--- src/rtl/tmr_pkg.sv ---
package tmr_pkg;
    localparam int ADDR_W = 2;

    localparam logic [ADDR_W-1:0] ADDR_CTRL   = 2'd0;
    localparam logic [ADDR_W-1:0] ADDR_RELOAD = 2'd1;
    localparam logic [ADDR_W-1:0] ADDR_COUNT  = 2'd2;

    typedef enum logic [1:0] {
        ST_STOP     = 2'd0,
        ST_RUN      = 2'd1,
        ST_WRAP     = 2'd2,
        ST_HOLDWRAP = 2'd3
    } tmr_state_e;
endpackage

--- src/rtl/tmr_regs.sv ---
module tmr_regs
    import tmr_pkg::*;
#(
    parameter int CNT_W = 24
) (
    input  logic              clk,
    input  logic              rst_n,
    input  logic              ext_en,
    input  logic              wr_en,
    input  logic [ADDR_W-1:0] wr_addr,
    input  logic [CNT_W-1:0]  wr_data,
    output logic              run_d,
    output logic              run_q,
    output logic [CNT_W-1:0]  reload_q,
    output logic              cnt_wr
);
    logic ctrl_wr;
    logic reload_wr;

    assign ctrl_wr   = wr_en && (wr_addr == ADDR_CTRL);
    assign reload_wr = wr_en && (wr_addr == ADDR_RELOAD);
    assign cnt_wr    = wr_en && (wr_addr == ADDR_COUNT);

    // A software write to the enable bit overrides the external start.
    always_comb begin
        if (ctrl_wr) begin
            run_d = wr_data[0];
        end else if (ext_en) begin
            run_d = 1'b1;
        end else begin
            run_d = run_q;
        end
    end

    always_ff @(posedge clk or negedge rst_n) begin
        if (!rst_n) begin
            run_q    <= 1'b0;
            reload_q <= '0;
        end else begin
            run_q <= run_d;
            if (reload_wr) begin
                reload_q <= wr_data;
            end
        end
    end

    // disable and external enable in the same clock leave the timer off
    a_r3_disable_wins: assert property (@(posedge clk) disable iff (!rst_n)
        (ctrl_wr && !wr_data[0] && ext_en) |=> !run_q);

    // an external enable without a control write starts the timer
    a_r2_ext_start: assert property (@(posedge clk) disable iff (!rst_n)
        (ext_en && !ctrl_wr) |=> run_q);
endmodule

--- src/rtl/tmr_core.sv ---
module tmr_core
    import tmr_pkg::*;
#(
    parameter int CNT_W = 24
) (
    input  logic             clk,
    input  logic             rst_n,
    input  logic             tick,
    input  logic             run_d,
    input  logic             cnt_wr,
    input  logic [CNT_W-1:0] cnt_wdata,
    input  logic [CNT_W-1:0] reload_q,
    output logic [CNT_W-1:0] cnt_q,
    output logic             out_q,
    output logic             irq_q
);
    localparam logic [CNT_W-1:0] ALL_ONES = '1;
    localparam logic [CNT_W-1:0] ZERO     = '0;

    tmr_state_e       st_q, st_d;
    logic [CNT_W-1:0] cnt_d;
    logic             uf;

    always_comb begin
        st_d  = st_q;
        cnt_d = cnt_q;
        uf    = 1'b0;
        unique case (st_q)
            ST_STOP: begin
                if (cnt_wr) begin
                    cnt_d = cnt_wdata;
                end
                if (run_d) begin
                    st_d = ST_RUN;
                end
            end
            ST_HOLDWRAP: begin
                if (cnt_wr) begin
                    cnt_d = cnt_wdata;
                    st_d  = run_d ? ST_RUN : ST_STOP;
                end else if (run_d) begin
                    st_d = ST_WRAP;
                end
            end
            ST_RUN: begin
                if (!run_d) begin
                    st_d = ST_STOP;
                end else if (tick) begin
                    if (cnt_q == ZERO) begin
                        cnt_d = ALL_ONES;
                        st_d  = ST_WRAP;
                        uf    = 1'b1;
                    end else begin
                        cnt_d = cnt_q - 1'b1;
                    end
                end
            end
            ST_WRAP: begin
                if (!run_d) begin
                    st_d = ST_HOLDWRAP;
                end else if (tick) begin
                    if (reload_q == ZERO) begin
                        uf = 1'b1;
                    end else begin
                        cnt_d = reload_q - 1'b1;
                        st_d  = ST_RUN;
                    end
                end
            end
        endcase
    end

    // state and counter register
    always_ff @(posedge clk or negedge rst_n) begin
        if (!rst_n) begin
            st_q  <= ST_STOP;
            cnt_q <= '0;
        end else begin
            st_q  <= st_d;
            cnt_q <= cnt_d;
        end
    end

    // output register
    always_ff @(posedge clk or negedge rst_n) begin
        if (!rst_n) begin
            out_q <= 1'b0;
            irq_q <= 1'b0;
        end else begin
            out_q <= out_q ^ uf;
            irq_q <= uf;
        end
    end

    // the counter shows all ones right after a tick at zero
    a_r5_wrap_all_ones: assert property (@(posedge clk) disable iff (!rst_n)
        (st_q == ST_RUN && run_d && tick && cnt_q == ZERO) |=> (cnt_q == ALL_ONES));

    // interrupt and output inversion go together
    a_r5_irq_toggles: assert property (@(posedge clk) disable iff (!rst_n)
        irq_q |-> (out_q != $past(out_q)));
    a_r5_quiet_hold: assert property (@(posedge clk) disable iff (!rst_n)
        !irq_q |-> $stable(out_q));

    // the reload tick loads reload minus one
    a_r6_reload_minus_one: assert property (@(posedge clk) disable iff (!rst_n)
        (st_q == ST_WRAP && run_d && tick && reload_q != ZERO)
        |=> (cnt_q == $past(reload_q) - 1'b1));

    // stopped without a counter write holds everything
    a_r8_stop_holds: assert property (@(posedge clk) disable iff (!rst_n)
        (st_q == ST_STOP && !cnt_wr) |=> ($stable(cnt_q) && $stable(out_q)));
endmodule

--- src/rtl/tmr_reload_top.sv ---
module tmr_reload_top
    import tmr_pkg::*;
#(
    parameter int CNT_W = 24
) (
    input  logic              clk,
    input  logic              rst_n,
    input  logic              cnt_tick,
    input  logic              ext_en,
    input  logic              wr_en,
    input  logic [ADDR_W-1:0] wr_addr,
    input  logic [CNT_W-1:0]  wr_data,
    input  logic [ADDR_W-1:0] rd_addr,
    output logic [CNT_W-1:0]  rd_data,
    output logic              tmr_out,
    output logic              uf_irq
);
    logic             run_d;
    logic             run_q;
    logic             cnt_wr;
    logic [CNT_W-1:0] reload_q;
    logic [CNT_W-1:0] cnt_q;

    tmr_regs #(.CNT_W(CNT_W)) u_regs (
        .clk      (clk),
        .rst_n    (rst_n),
        .ext_en   (ext_en),
        .wr_en    (wr_en),
        .wr_addr  (wr_addr),
        .wr_data  (wr_data),
        .run_d    (run_d),
        .run_q    (run_q),
        .reload_q (reload_q),
        .cnt_wr   (cnt_wr)
    );

    tmr_core #(.CNT_W(CNT_W)) u_core (
        .clk       (clk),
        .rst_n     (rst_n),
        .tick      (cnt_tick),
        .run_d     (run_d),
        .cnt_wr    (cnt_wr),
        .cnt_wdata (wr_data),
        .reload_q  (reload_q),
        .cnt_q     (cnt_q),
        .out_q     (tmr_out),
        .irq_q     (uf_irq)
    );

    always_comb begin
        rd_data = '0;
        unique case (rd_addr)
            ADDR_CTRL: begin
                rd_data[0] = run_q;
                rd_data[1] = tmr_out;
            end
            ADDR_RELOAD: rd_data = reload_q;
            ADDR_COUNT:  rd_data = cnt_q;
            default:     rd_data = '0;
        endcase
    end
endmodule

--- config.mk ---
export PLATFORM = sky130hd
export DESIGN_NAME = tmr_reload_top
export DESIGN_NICKNAME = d
export VERILOG_FILES = /design/src/rtl/tmr_pkg.sv /design/src/rtl/tmr_regs.sv /design/src/rtl/tmr_core.sv /design/src/rtl/tmr_reload_top.sv
export SDC_FILE = /design/constraint.sdc
export NUM_CORES = 1
export LEC_CHECK = 0
export ABC_CLOCK_PERIOD_IN_PS = 2500
export BUFFER_PORTS_ARGS = -buffer_cell sky130_fd_sc_hd__buf_2
export CORE_MARGIN = 8
export CORE_UTILIZATION = 52
export CTS_CLUSTER_DIAMETER = 80
export DETAILED_ROUTE_END_ITERATION = 10
export PLACE_DENSITY = 0.77
export SLEW_MARGIN = 15
export SYNTH_ARGS = -nofsm -noshare
export SYNTH_HDL_FRONTEND = slang
export SYNTH_SLANG_ARGS = --single-unit
--- constraint.sdc ---
create_clock -name clk -period 2.5 [get_ports clk]
set_input_delay 0.25 -clock clk [delete_from_list [all_inputs] [get_ports clk]]
set_output_delay 0.25 -clock clk [all_outputs]
set_load 0.05 [all_outputs]
==> results.sh, run 1 <==
export IMPL_required_ps=2700
export IMPL_ys_ff_latch=53
export IMPL_wl_um=11600
export IMPL_firstDrtPassIters=5
export IMPL_cap_violations=0
export IMPL_ys_flop_type="dfrtp_1"
export IMPL_r2r_end="u_core.st_q[1]"
export IMPL_cp_num_buf_inv=0
export IMPL_status="finished with violations"
export IMPL_die_y_um=102.7
export IMPL_period_share_pct=100.2
export IMPL_path_common_cell="or4_4"
export IMPL_cts_tree="built"
export IMPL_total_power_mw=5.262
export IMPL_slew_headroom_pct=48.62
export IMPL_hpwl_um=8445
export IMPL_hold_viol=0
export IMPL_cp_arrival_ps=2700
export IMPL_die_w_um=102.7
export IMPL_rsz0062_at_grt="yes"
export IMPL_track_usage_pct=23.12
export IMPL_cellLeakagePower_nw=2.079
export IMPL_antennaDiodeCount=0
export IMPL_violations="negative setup slack"
export IMPL_rows=31
export IMPL_syn_area_per_cell_um2=8.936
export IMPL_vdd_drop_max_mv=0.8334
export IMPL_min_from="wr_data[2]"
export IMPL_drc=0
export IMPL_gp_congestion=0.8872
export IMPL_critPathSlowestCell="or4_4"
export IMPL_setup_viol_count_final=1
export IMPL_start_util_pct=53.84
export IMPL_whs_endpoint="u_regs.reload_q[2]"
export IMPL_syn_instance_count=437
export IMPL_max_freq_ghz=0.3994
export IMPL_num_nets_final=563
export IMPL_min_period_ps=2504
export IMPL_ant_nets=0
export IMPL_root_buffer="clkbuf_8"
export IMPL_async_reset_ff_share_pct=100.0
export IMPL_layout_commonest_cell="buf_2"
export IMPL_grt_ovfl_total=0
export IMPL_drt_initial_drc_count=297
export IMPL_htree_levels=2
export IMPL_r2r_cells=6
export IMPL_core_um2=7253
export IMPL_cts_setup_buffers=0
export IMPL_antenna_found_initial=0
export IMPL_clockBufferDepth=2
export IMPL_synth_edf_count=0
export IMPL_avgRoutedWirePerCell_um=18.77
export IMPL_cp_max_fo=4
export IMPL_path_clk_slew_ps=100
export IMPL_clkLatencyLatePin_ps=310
export IMPL_slew_violations=0
export IMPL_grt_max_degree=49
export IMPL_vias_per_cell=6.209
export IMPL_max_stage_delay_ps=530
export IMPL_num_vias=3837
export IMPL_syn_nets=482
export IMPL_yosysSeqAreaShare_pct=33.96
export IMPL_final_cell_mix="buf_2, dfrtp_1, buf_4, nor2_1"
export IMPL_synth_area_um2=3905
export IMPL_dieArea_um2=10540
export IMPL_cts_num_sinks=53
export IMPL_worst_pin_slew_ps=769.9
export IMPL_rrSetupSlack_ps=-4
export IMPL_clock_skew_final_ps=7.647
export IMPL_crit_path_start_kind="flip-flop"
export IMPL_place_area_um2=4546
export IMPL_p_per_area_nw_per_um2=1121
export IMPL_utilization_pct=64.71
export IMPL_worstPathCellList="or4_4 > or4_4 > or3_4 > a211oi_2 > nor2_2 > mux2_4"
export IMPL_ys_types=48
export IMPL_pin_count=59
export IMPL_areaGrowthSynthToFinish_pct=20.19
export IMPL_grt_pass1_wl_um=19580
export IMPL_rr_startpoint="u_core.cnt_q[16]"
export IMPL_yosysWarningCount=0
export IMPL_grt_pass1_vias=4028
export IMPL_cp_end_kind="flip-flop"
export IMPL_cp_top_family="simple AND/OR/NAND/NOR gates"
export IMPL_cts_buffers=5
export IMPL_hold_depth=2
export IMPL_portBuffers=58
export IMPL_post_route_worst_setup_slack_ps=-3.935
export IMPL_drive_gt1_share_pct=28.71
export IMPL_path_class="reg -> reg"
export IMPL_min_delay_path_class="in -> reg"
export IMPL_design_area_um2=4693
export IMPL_nFillCells=621
-- cells by family (layout without fill, tap and decap cells) --
family | Yosys count | count (layout) | synth area share, %
and+or+nand+nor | 156 | 156 | 21.53
buffers and inverters | 42 | 124 | 4.229
muxes | 27 | 27 | 7.786
AOI/OAI and AO/OA | 106 | 106 | 19.45
adders and majority gates | 12 | 12 | 3.845
DFF | 53 | 53 | 33.96
xor gates and xnor gates | 41 | 41 | 9.196
-- cells in the mapped netlist, types with 3 or more instances --
cell type	number	area share (%)
xnor2_1	17	3.8
a21o_1	5	0.96
or3_1	8	1.3
mux2_2	23	6.6
buf_2	6	0.77
a221oi_1	14	3.1
o21ai_0	13	1.7
nor4_1	12	1.9
nor2_1	37	3.6
nor3_1	18	2.3
or2_2	4	0.64
nand2_1	24	2.3
a22oi_1	22	4.2
inv_1	13	1.2
xor2_1	24	5.4
nor3b_1	3	0.58
mux2i_1	3	0.77
nor2b_1	22	3.5
or4_1	6	1.2
clkbuf_1	23	2.2
nand4_1	3	0.48
dfrtp_1	53	34
a21oi_1	13	1.7
o22ai_1	3	0.48
o31ai_1	16	3.1
a211oi_1	7	1.3
nand3_1	8	1.0
ha_1	12	3.8
-- worst reg2reg max path: stages, from the launching register on --
cell and delay, ps:
dfrtp_1 390, or4_4 530, or4_4 450, or3_4 360, a211oi_2 250, nor2_2 100, mux2_4 320
-- metal layers --
layer	GRT usage [%]	wire, µm	vias to the layer above
met5	1.020	0	-
met4	8.239	193	0
met3	3.511	873	23
met2	39.56	5665	167
met1	28.69	4867	1875
li1	-	-	1772
-- power by group --
group          total [mW]  switching, mW  leakage (nW)  internal [mW]
sequential           1.53          0.368         0.643           1.16
combinational        3.19           1.84          1.38           1.35
clock               0.549          0.297        0.0542          0.251
total                5.26           2.51          2.08           2.76
-- state kept, by name (all words and copies together), names as in the netlist --
| signal | flops |
|---|---|
| u_core.irq_q | 1 |
| u_core.st_q | 2 |
| u_core.out_q | 1 |
| u_regs.reload_q | 24 |
| u_regs.run_q | 1 |
| u_core.cnt_q | 24 |
-- stage by stage --
stage,setup slack (ps),instances,setup TNS [ps],hold WS [ps]
3_5_place_dp,40.36,609,0,120.8
4_1_cts,18.28,618,0,177.6
5_1_grt,-58.25,618,-90.39,176.8
6_report,-3.935,618,-3.935,177.4
3_3_place_gp,79.13,609,0,111.3
2_1_floorplan,7.931,437,0,-45.59
-- cell type report --
type	count	area [µm²]	share of cell area [%]
Sequential cell	53	1326	28.26
Tap cell	99	123.9	2.639
Clock inverter	1	5.005	0.1066
Clock buffer	7	96.34	2.053
Inverter	13	48.80	1.040
Multi-Input combinational cell	342	2450	52.20
Timing Repair Buffer	103	643.1	13.70
-- worst max path at each step --
stage                startpoint        endpoint  slack, ps  cells past startpoint
2_1_floorplan  u_core.cnt_q[16]  u_core.st_q[1]          8                      6
3_3_place_gp   u_core.cnt_q[16]  u_core.st_q[1]         80                      6
3_5_place_dp   u_core.cnt_q[16]  u_core.st_q[1]         40                      6
4_1_cts        u_core.cnt_q[16]  u_core.st_q[1]         20                      6
5_1_grt        u_core.cnt_q[16]  u_core.st_q[1]        -60                      6
6_report       u_core.cnt_q[16]  u_core.st_q[1]         -4                      6
-- timing repair --
item,4_1_cts,5_1_grt
hold endpoints to repair,7,0
gates resized for setup,0,7
hold buffers,1,0
endpoints found under the setup margin,0,14
Power figures use the tool's default switching activity.
==> inputs of run 2 (changes only) <==
- BUFFER_PORTS_ARGS: -buffer_cell sky130_fd_sc_hd__buf_2 -> unset
- CORE_ASPECT_RATIO: unset -> 2
- CORE_UTILIZATION: 52 -> 58
- DONT_BUFFER_PORTS: unset -> 1
- PLACE_DENSITY: 0.77 -> 0.76
==> run 2 against run 1 <==
Against the previous run:
- the flow still finishes with violations (negative setup slack)
- sequential share of layout area up 0.39 points
- final cell count decreased by 7.9%
- core utilization up 5.8 points
- global-route usage rose by 3.0 points
- critical path type unchanged
- critical path depth stayed put
- clock power increased by 36%
- routed wire length grew 6.0%
- final area is 1.4% lower
- register-to-register slack is essentially flat
- worst hold slack worse by 85 ps
==> results.sh, run 2 (synthesis gave the netlist of run 1 again) <==
export IMPL_min_delay_path_class="in -> reg"
export IMPL_path_class="reg -> reg"
export IMPL_antenna_found_initial=0
export IMPL_grt_pass1_vias=3888
export IMPL_track_usage_pct=26.13
export IMPL_areaGrowthSynthToFinish_pct=18.55
export IMPL_grt_busiest_layer="met2"
export IMPL_required_ps=2690
export IMPL_setup_viol_count_final=1
export IMPL_pin_count=59
export IMPL_gp_congestion=0.9870
export IMPL_clock_skew_final_ps=6.987
export IMPL_hpwl_um=8508
export IMPL_post_route_worst_setup_slack_ps=-17.29
export IMPL_clockPowerShare_pct=13.5
export IMPL_min_period_ps=2517
export IMPL_swShare_pct=47.01
export IMPL_cts_num_sinks=53
export IMPL_combinationalPowerShare_pct=58.9
export IMPL_worst_pin_slew_ps=746.4
export IMPL_cp_max_fo=4
export IMPL_vias_per_cell=6.573
export IMPL_crit_path_start_kind="flip-flop"
export IMPL_rr_startpoint="u_core.cnt_q[16]"
export IMPL_grtUsageMet1_pct=27.17
export IMPL_portBuffers=0
export IMPL_p_per_area_nw_per_um2=1203
export IMPL_clkLatencyLatePin_ps=300
export IMPL_grt_pass1_wl_um=19770
export IMPL_drive_gt1_share_pct=23.91
export IMPL_cts_setup_buffers=0
export IMPL_cp_arrival_ps=2710
export IMPL_r2r_end="u_core.st_q[1]"
export IMPL_antennaDiodeCount=0
export IMPL_dieArea_um2=9774
export IMPL_die_w_um=74.02
export IMPL_final_cell_mix="buf_4, dfrtp_1, nor2_1, nand2_1, xor2_1"
export IMPL_rrSetupSlack_ps=-20
export IMPL_cellLeakagePower_nw=1.955
export IMPL_dp_slack_ps=45.49
export IMPL_vdd_drop_max_mv=1.068
export IMPL_num_vias=3740
export IMPL_die_y_um=132.0
export IMPL_violations="negative setup slack"
export IMPL_use_met3_pct=4.726
export IMPL_clockBufferDepth=2
export IMPL_switching_power_mw=2.618
export IMPL_avgRoutedWirePerCell_um=21.61
export IMPL_num_nets_final=525
export IMPL_crit_start="u_core.cnt_q[16]"
export IMPL_drc=0
export IMPL_cts_tree="built"
export IMPL_cap_violations=0
export IMPL_drt_initial_drc_count=339
export IMPL_layout_commonest_cell="buf_4"
export IMPL_rsz0062_at_grt="yes"
export IMPL_period_share_pct=100.7
export IMPL_cp_end_kind="flip-flop"
export IMPL_cts_buffers=5
export IMPL_core_um2=6569
export IMPL_endpoint="u_core.st_q[1]"
export IMPL_p_seq_share_pct=27.6
export IMPL_ant_nets=0
export IMPL_htree_levels=2
export IMPL_path_clk_slew_ps=70
export IMPL_grt_max_degree=54
export IMPL_root_buffer="clkbuf_16"
export IMPL_start_util_pct=59.45
export IMPL_slew_headroom_pct=50.19
export IMPL_reg_top3="u_core.cnt_q: 24 flops, u_regs.reload_q: 24 flops, u_core.st_q: 2 flops"
export IMPL_grt_ovfl_total=0
export IMPL_rows=42
export IMPL_gr_usage_met2_pct=45.87
export IMPL_wl_um=12300
export IMPL_firstDrtPassIters=5
export IMPL_design_area_um2=4629
export IMPL_max_freq_ghz=0.3973
export IMPL_slew_violations=0
export IMPL_cellInternalPower_mw=2.951
export IMPL_status="finished with violations"
export IMPL_hold_viol=0
export IMPL_place_area_um2=4384
export IMPL_r2r_cells=6
==> run 2: changes by cell type in the layout (fill, tap and decap cells not counted), moves of 2 or more <==
| cell | before | now |
|---|---|---|
| nor3_2 | 0 | 2 |
| buf_2 | 58 | 0 |
| nor4_2 | 3 | 1 |
| nor3_1 | 18 | 16 |
| clkbuf_16 | 0 | 5 |
| clkbuf_8 | 7 | 2 |
| nor4_1 | 10 | 12 |
| nand3_1 | 8 | 6 |
| buf_4 | 43 | 62 |
| nand3_2 | 0 | 2 |
==> run 2: timing repair <==
action,in CTS,in global routing
hold endpoints to repair,53,0
resized for setup,0,10
endpoints found under the setup margin,0,12
hold buffers,2,0
==> run 2: metal layers <==
metal | vias to the layer above | part of all wire, %
met5 | - | 0
met4 | 0 | 4.7
met3 | 41 | 6.5
met2 | 167 | 55
met1 | 1839 | 34
li1 | 1693 | -
==> run 2: power by group through the flow <==
stage | Sequential (mW) | Clock, mW | Combinational [mW]
after global routing | 1.57 | 0.786 | 3.57
after global placement | 1.50 | 0 | 3.06
final | 1.54 | 0.749 | 3.28
after CTS | 1.51 | 0.756 | 3.18
after floorplan | 1.47 | 0 | 2.21
after detailed placement | 1.52 | 0 | 3.14
==> run 2: layout make-up <==
cell class / count / area, µm²
clock buffer: 7 / 152.6
timing repair buffer: 65 / 523.0
fill: 530 / 1939
inverter: 13 / 48.80
multi-input combinational: 342 / 2464
tap: 88 / 110.1
clock inverter: 1 / 5.005
sequential: 53 / 1326
==> run 2: worst min path at each step <==
stage | startpoint | end | slack, ps | depth (start not counted)
floorplan | rst_n | u_core.cnt_q[0] | -50 | 0
global placement | rst_n | u_regs.reload_q[19] | -40 | 0
detailed placement | rst_n | u_regs.reload_q[17] | -40 | 0
CTS | wr_data[20] | u_regs.reload_q[20] | 90 | 1
global route | wr_data[18] | u_regs.reload_q[18] | 90 | 1
finish | wr_data[20] | u_regs.reload_q[20] | 90 | 1
==> run 2: worst max-delay path: stages, from the launching register on <==
cell      delay, ps
dfrtp_1         380
or4_4           540
or4_4           480
or3_4           370
a211oi_2        220
nor2_1          110
mux2_4          310
==> run 2: stage by stage <==
stage                     hold WS [ps]  std cells  total power, mW  setup TNS (ps)  utilization (%)
final                            92.19        569            5.569          -17.29            70.48
after global routing             87.15        569            5.924          -98.39            70.48
after CTS                        91.98        569            5.446               0            69.71
after detailed placement        -43.49        559            4.655               0            66.74
after global placement          -43.64        559            4.557               0            66.74
after floorplan                 -45.59        437            3.678               0                -
